==> config.mk <==
export PLATFORM = sky130hd
export DESIGN_NAME = vbl_nmi_top
export DESIGN_NICKNAME = d
export VERILOG_FILES = /design/src/rtl/vbl_pkg.sv /design/src/rtl/wrap_ctr.sv /design/src/rtl/raster_timer.sv /design/src/rtl/blank_flag.sv /design/src/rtl/host_port.sv /design/src/rtl/vbl_nmi_top.sv
export SDC_FILE = /design/constraint.sdc
export NUM_CORES = 1
export LEC_CHECK = 0
export BUFFER_PORTS_ARGS = -buffer_cell sky130_fd_sc_hd__clkbuf_2
export CAP_MARGIN = 0
export CORE_ASPECT_RATIO = 1.1
export CORE_UTILIZATION = 51
export CTS_CLUSTER_SIZE = 12
export DETAILED_ROUTE_END_ITERATION = 8
export PLACE_DENSITY_LB_ADDON = 0.1
export SLEW_MARGIN = 30
export SYNTH_ARGS = -nofsm -noshare
export SYNTH_HDL_FRONTEND = slang
export SYNTH_SLANG_ARGS = --single-unit
==> constraint.sdc <==
create_clock -name clk -period 4.75 [get_ports clk]
set_clock_uncertainty 0.15 [all_clocks]
set_input_delay 0.475 -clock clk [delete_from_list [all_inputs] [get_ports clk]]
set_output_delay 0.475 -clock clk [all_outputs]
set_load 0.005 [all_outputs]
==> src/rtl/vbl_pkg.sv <==
package vbl_pkg;
  // host register select on the single address pin
  typedef enum logic {
    REG_CTRL = 1'b0,
    REG_STAT = 1'b1
  } host_reg_e;
endpackage

==> src/rtl/wrap_ctr.sv <==
module wrap_ctr #(
  parameter int unsigned LIMIT = 341,
  localparam int unsigned W = $clog2(LIMIT)
) (
  input  logic         clk,
  input  logic         rst,
  input  logic         step,
  output logic [W-1:0] value,
  output logic         last
);
  assign last = (value == W'(LIMIT - 1));

  always_ff @(posedge clk) begin
    if (rst)       value <= '0;
    else if (step) value <= last ? '0 : value + 1'b1;
  end
endmodule

==> src/rtl/raster_timer.sv <==
module raster_timer #(
  parameter int unsigned DOTS  = 341,
  parameter int unsigned LINES = 262,
  parameter int unsigned BLANK_LINE = 241,
  localparam int unsigned DW = $clog2(DOTS),
  localparam int unsigned LW = $clog2(LINES)
) (
  input  logic          clk,
  input  logic          rst,
  output logic [DW-1:0] dot,
  output logic [LW-1:0] line,
  output logic          at_blank_set,
  output logic          at_frame_end
);
  logic dot_last, line_last;

  wrap_ctr #(.LIMIT(DOTS)) u_dot (
    .clk(clk), .rst(rst), .step(1'b1), .value(dot), .last(dot_last)
  );

  wrap_ctr #(.LIMIT(LINES)) u_line (
    .clk(clk), .rst(rst), .step(dot_last), .value(line), .last(line_last)
  );

  // last dot before the first blanking line, and last dot of the frame
  assign at_blank_set = dot_last && (line == LW'(BLANK_LINE - 1));
  assign at_frame_end = dot_last && line_last;
endmodule

==> src/rtl/blank_flag.sv <==
module blank_flag (
  input  logic clk,
  input  logic rst,
  input  logic at_blank_set,
  input  logic at_frame_end,
  input  logic stat_rd,
  output logic vflag
);
  // priority: frame end, then set point (lost to a same-cycle read), then read clear
  always_ff @(posedge clk) begin
    if (rst)                           vflag <= 1'b0;
    else if (at_frame_end)             vflag <= 1'b0;
    else if (at_blank_set && !stat_rd) vflag <= 1'b1;
    else if (stat_rd)                  vflag <= 1'b0;
  end
endmodule

==> src/rtl/host_port.sv <==
module host_port
  import vbl_pkg::*;
#(
  parameter int unsigned DATA_W = 8,
  parameter int unsigned EN_BIT = 7,
  parameter int unsigned FLAG_BIT = 7
) (
  input  logic              clk,
  input  logic              rst,
  input  logic              sel,
  input  logic              wr,
  input  logic              addr,
  input  logic [DATA_W-1:0] wdata,
  input  logic              vflag,
  output logic [DATA_W-1:0] rdata,
  output logic              stat_rd,
  output logic              nmi_en
);
  logic ctrl_wr;
  logic unused_wbits;

  assign ctrl_wr = sel && wr && (host_reg_e'(addr) == REG_CTRL);
  assign stat_rd = sel && !wr && (host_reg_e'(addr) == REG_STAT);
  assign unused_wbits = ^wdata;

  always_ff @(posedge clk) begin
    if (rst)          nmi_en <= 1'b0;
    else if (ctrl_wr) nmi_en <= wdata[EN_BIT];
  end

  always_comb begin
    rdata = '0;
    if (stat_rd) rdata[FLAG_BIT] = vflag;
  end
endmodule

==> src/rtl/vbl_nmi_top.sv <==
module vbl_nmi_top #(
  parameter int unsigned DOTS_PER_LINE = 341,
  parameter int unsigned LINES_PER_FRAME = 262,
  parameter int unsigned FIRST_BLANK_LINE = 241,
  parameter int unsigned DATA_W = 8,
  localparam int unsigned DW = $clog2(DOTS_PER_LINE),
  localparam int unsigned LW = $clog2(LINES_PER_FRAME)
) (
  input  logic              clk,
  input  logic              rst,
  input  logic              host_sel,
  input  logic              host_wr,
  input  logic              host_addr,
  input  logic [DATA_W-1:0] host_wdata,
  output logic [DATA_W-1:0] host_rdata,
  output logic              nmi_n,
  output logic [DW-1:0]     dot_pos,
  output logic [LW-1:0]     line_pos
);
  logic at_blank_set, at_frame_end, stat_rd, vflag, nmi_en;

  raster_timer #(
    .DOTS(DOTS_PER_LINE), .LINES(LINES_PER_FRAME), .BLANK_LINE(FIRST_BLANK_LINE)
  ) u_timer (
    .clk(clk), .rst(rst), .dot(dot_pos), .line(line_pos),
    .at_blank_set(at_blank_set), .at_frame_end(at_frame_end)
  );

  blank_flag u_flag (
    .clk(clk), .rst(rst), .at_blank_set(at_blank_set),
    .at_frame_end(at_frame_end), .stat_rd(stat_rd), .vflag(vflag)
  );

  host_port #(.DATA_W(DATA_W), .EN_BIT(DATA_W - 1), .FLAG_BIT(DATA_W - 1)) u_port (
    .clk(clk), .rst(rst), .sel(host_sel), .wr(host_wr), .addr(host_addr),
    .wdata(host_wdata), .vflag(vflag), .rdata(host_rdata),
    .stat_rd(stat_rd), .nmi_en(nmi_en)
  );

  // level request: follows both state bits, so re-enabling re-asserts
  assign nmi_n = !(nmi_en && vflag);
endmodule

After elaboration in Yosys (flattened, before gate mapping)
Cells that the tools add are included.
- register bits: 20
- input port bits: 13
- output and inout bits: 27
- word-level logic and storage cells: 28
- add/subtract/negate cells: 2
- equality and inequality tests: 3
- mux-type cells: 4
- bitwise gates (word level): 1
- reduce and logical (&&, ||, !) cells: 14
- operator list (kind ; number):
    $add A9 B1 Y9 const B ; 2
    $eq A9 B9 Y1 const B ; 2
    $eq A9 B8 Y1 const B ; 1
    $mux W9 ; 1
    $logic_and A1 B1 Y1 ; 8
    $reduce_or A2 Y1 ; 2
    $logic_not A1 Y1 ; 3
    $mux W1 ; 3
    $reduce_bool A2 Y1 ; 1
    $not A1 Y1 ; 1

Depth between registers and ports, before layout
- depth in word-level cells: 6
- depth in mapped cells: 7
- mapped depth without buffers: 6

Hierarchy
A second synthesis with hierarchy kept.
- cells, all modules: 123
- area total of the unflattened synthesis: 1113.6 um^2
- modules (own cells, without submodules) (module ; times used ; cells each ; area an instance (um^2) ; sequential area each (um^2)):
    wrap_ctr (u_timer.u_line) ; 1 ; 48 ; 462.9 ; 180.2
    wrap_ctr (u_timer.u_dot) ; 1 ; 50 ; 446.7 ; 180.2
    host_port ; 1 ; 16 ; 121.4 ; 20.0
    raster_timer ; 1 ; 5 ; 42.5 ; 0.0
    blank_flag ; 1 ; 3 ; 36.3 ; 20.0
    vbl_nmi_top ; 1 ; 1 ; 3.8 ; 0.0

Least setup slack after synthesis
OpenSTA, ideal clock, no wires.
- path type: register to register
- from: reg u_timer.u_dot.value[0]
- to: reg u_timer.u_line.value[0]
- setup time: 0.062 ns
- arrival time: 1.416 ns
- data required time: 4.538 ns
- setup slack: 3.122 ns
- stages on the path, launching flop included: 8
- buffers on the path: 1
- period minus slack after synthesis: 1.628 ns
- cells stage by stage: dfxtp_1 -> inv_1 -> ha_1 -> nand4bb_1 -> buf_2 -> o21bai_2 -> mux2_2 -> nor2_2
- longest elaborated chain between the ends: 1
- ends and longest elaborated chain (element ; RTL line ; source):
    start: declaration ; wrap_ctr.sv:8 ; output logic [W-1:0] value,
    start signal: assignment ; wrap_ctr.sv:15 ; else if (step) value <= last ? '0 : value + 1'b1;
    $eq A9 B9 Y1 ; wrap_ctr.sv:11 ; assign last = (value == W'(LIMIT - 1));
    end signal: assignment ; wrap_ctr.sv:15 ;
    end: declaration ; wrap_ctr.sv:8 ;
Every way passes these cells.
A chain may end at the register's enable or synchronous reset.

Worst setup path after layout
Ends and elaborated chain as after synthesis.

==> flow_summary.toml <==
[worst_setup_path]
required_ns = 4.79
endpoint = "u_timer.u_line.value[0]"
rr_worst_depth = 6
arrival_ns = 2.15
critPathLaunch = "u_timer.u_dot.value[0]"
worstReg2RegEnd = "u_timer.u_line.value[0]"
end_kind = "flip-flop"
critical_path.startpoint_type = "flip-flop"
path_max_fanout = 10
worstSetupPathType = "reg -> reg"
rr_startpoint = "u_timer.u_dot.value[0]"
rrSetupSlack_ns = 2.64

[clocking]
cts_buffers = 3
cts.sinks = 20
cts_tree = "yes"
cts.path.max_buffers = 2
root_buffer = "clkbuf_4"
cts_resized = 0
h-tree-depth = 1
clk_transition_reported_paths_ns = 0.11
clock_latency_ns = 0.30
cts_hold_buf = 0
cts_setup_buffers = 0

[die]
die_w_um = 45.77
io_pins = 40
initial_utilization = 0.5375
die_area_mm2 = 0.002295
dieHeight_um = 50.15
core_mm2 = 0.001999
fp-row-count = 17

[timing]
period_share = 0.4438
max-slew-margin-rel = 0.6382
tightest_slew_ns = 0.5396
final-hold-violation-count = 0
setup_viol = 0
setup_tns_ns = 0
min_period_ns = 2.108
rsz0062_at_grt = "false"
drv_slew = 0
clock.fmax_mhz = 474.4

[global_routing]
grt_pass1_vias = 787
antenna_found_initial = 0
grt_pass1_wl_um = 3229
grt_max_degree = 13
overflow = 0
track_usage = 0.1870

[final_layout]
fillers = 194
syn2layout_area_growth_pct = 16.18
antenna_cells = 0
design_area_mm2 = 0.001249
fin_nets = 166
drive_gt1_frac = 0.2653
final_util = 0.6245

[placement]
portBuffers = 25
post_dp_cell_area_mm2 = 0.001196
dp_hpwl_um = 1426
place.gp.congestion = 0.8339

[power]
leakage_nw = 0.5263
ir_drop_v = 0.0002068
power_density_mw_per_mm2 = 261.5
total_power_w = 0.0003265

[synthesis]
synth_top_cell_by_area = "dfxtp_1"
ys_ff_latch = 20
ys_warn_count = 0
synth_top_area_frac = 0.3725
async_flop_share = 0
syn_inst = 121
synth_top_cells_by_area = "dfxtp_1 (37%), xnor2_1 (8.1%), nor2_1 (7.3%)"
synth_edf_count = 0
yosys.area_share.adder = 0.05821
synth_top_family_by_area = "simple AND/OR/NAND/NOR gates"
yosys.area_share.simple = 0.3085
synthXorXnorAreaFrac = 0.1059
syn-cell-area_mm2 = 0.001075
yosys_most_used_dff = "dfxtp_1"
synth_compound_area_frac = 0.04657
muxShareOfSynthArea = 0.01979
synth.distinct_cells = 31
yosysSeqAreaShare = 0.3725
syn_avg_cell_area_um2 = 8.882

[route]
drc = 0
drt-total-wl_um = 1866
final_antenna_net_count = 0
first_pass_iters = 4
vias = 884
wl_per_cell_um = 10.66
vias_per_cell = 5.051
dr.first_iter.drc_count = 8

[hold_path]
hold_class = "in -> reg"

[outcome]
run_status = "finished clean"

[run]
drv_cap = 0
==> layout make-up <==
class | instances | area, um^2 | area share
clock buffers | 3 | 22.52 | 0.01804
flip-flops and latches | 20 | 400.4 | 0.3206
inverters | 8 | 30.03 | 0.02405
multi-input cells | 90 | 605.6 | 0.4850
well taps | 28 | 35.03 | 0.02806
clock inverters | 1 | 30.03 | 0.02405
repair buffers | 25 | 125.1 | 0.1002
==> layout by cell type, fill, tap and decap left out, drive strengths merged, types with 2 or more instances in the layout <==
cell type | Yosys | routed
nand2 | 4 | 4
ha | 5 | 5
nor4 | 5 | 5
nor3 | 4 | 4
nand3 | 8 | 8
xnor2 | 10 | 10
a21oi | 3 | 3
xor2 | 3 | 3
clkbuf | 1 | 28
o21bai | 2 | 2
and3 | 2 | 2
nand4 | 5 | 5
dfxtp | 20 | 20
nor2 | 22 | 22
conb | 1 | 7
inv | 8 | 8
==> how the worst min path moves through the flow <==
stage,slack [ns],from,to,depth (start not counted)
2_1_floorplan,0.31,u_port.nmi_en,u_port.nmi_en,2
3_3_place_gp,0.33,u_timer.u_dot.value[0],u_timer.u_dot.value[0],1
3_5_place_dp,0.33,u_timer.u_dot.value[0],u_timer.u_dot.value[0],1
4_1_cts,0.22,rst,u_timer.u_line.value[1],2
5_1_grt,0.22,rst,u_timer.u_line.value[1],2
6_report,0.22,rst,u_timer.u_line.value[1],2
==> flip-flops by register name (all words and copies together), names as in the netlist <==
name,flops
u_timer.u_line.value,9
u_timer.u_dot.value,9
u_port.nmi_en,1
u_flag.vflag,1
==> cells in the mapped netlist (2+ instances only) <==
| cell type | number |
|---|---|
| buf_4 | 7 |
| and3_1 | 2 |
| dfxtp_1 | 20 |
| nor3_1 | 4 |
| nand2_1 | 4 |
| a21oi_1 | 3 |
| ha_1 | 5 |
| nor2_1 | 21 |
| inv_1 | 8 |
| nor4_2 | 4 |
| nand3_1 | 8 |
| xnor2_1 | 10 |
| xor2_1 | 3 |
| nand4_1 | 5 |
==> where the power goes <==
part	switching (W)	leakage (nW)	internal (W)
sequential	0.00000321	0.162	0.000170
clock	0.0000518	0.0279	0.0000853
combinational	0.00000899	0.337	0.00000717
total	0.0000640	0.526	0.000263
==> per-stage QoR <==
step / std cells / worst slack [ns] / hold WS [ns]
after floorplan: 127 / 3.122 / 0.3107
after global placement: 171 / 2.623 / 0.3259
after detailed placement: 171 / 2.644 / 0.3333
after CTS: 175 / 2.625 / 0.2173
after global routing: 175 / 2.458 / 0.2220
final: 175 / 2.642 / 0.2208
==> critical path, cell delays in order, from the launching register on <==
cell and delay, ns:
dfxtp_1 0.37, inv_1 0.07, ha_1 0.14, nand4bb_1 0.45, o21bai_2 0.55, mux2_2 0.25
nor2_2 0.03
==> cells by family after synthesis <==
logic type | Yosys count
simple gates | 57
flops | 20
buf+inv | 17
xor+xnor | 13
compound gates | 6
fa+ha+maj | 5
mux | 2
other cells | 1
==> layer usage <==
metal	global-route usage	part of all wire	vias up
met5	0	0	-
met4	0.07353	0.012	0
met3	0.02158	0.038	4
met2	0.3119	0.50	20
met1	0.2393	0.45	414
li1	-	-	446
No activity file was read; power rests on OpenSTA's default activity.
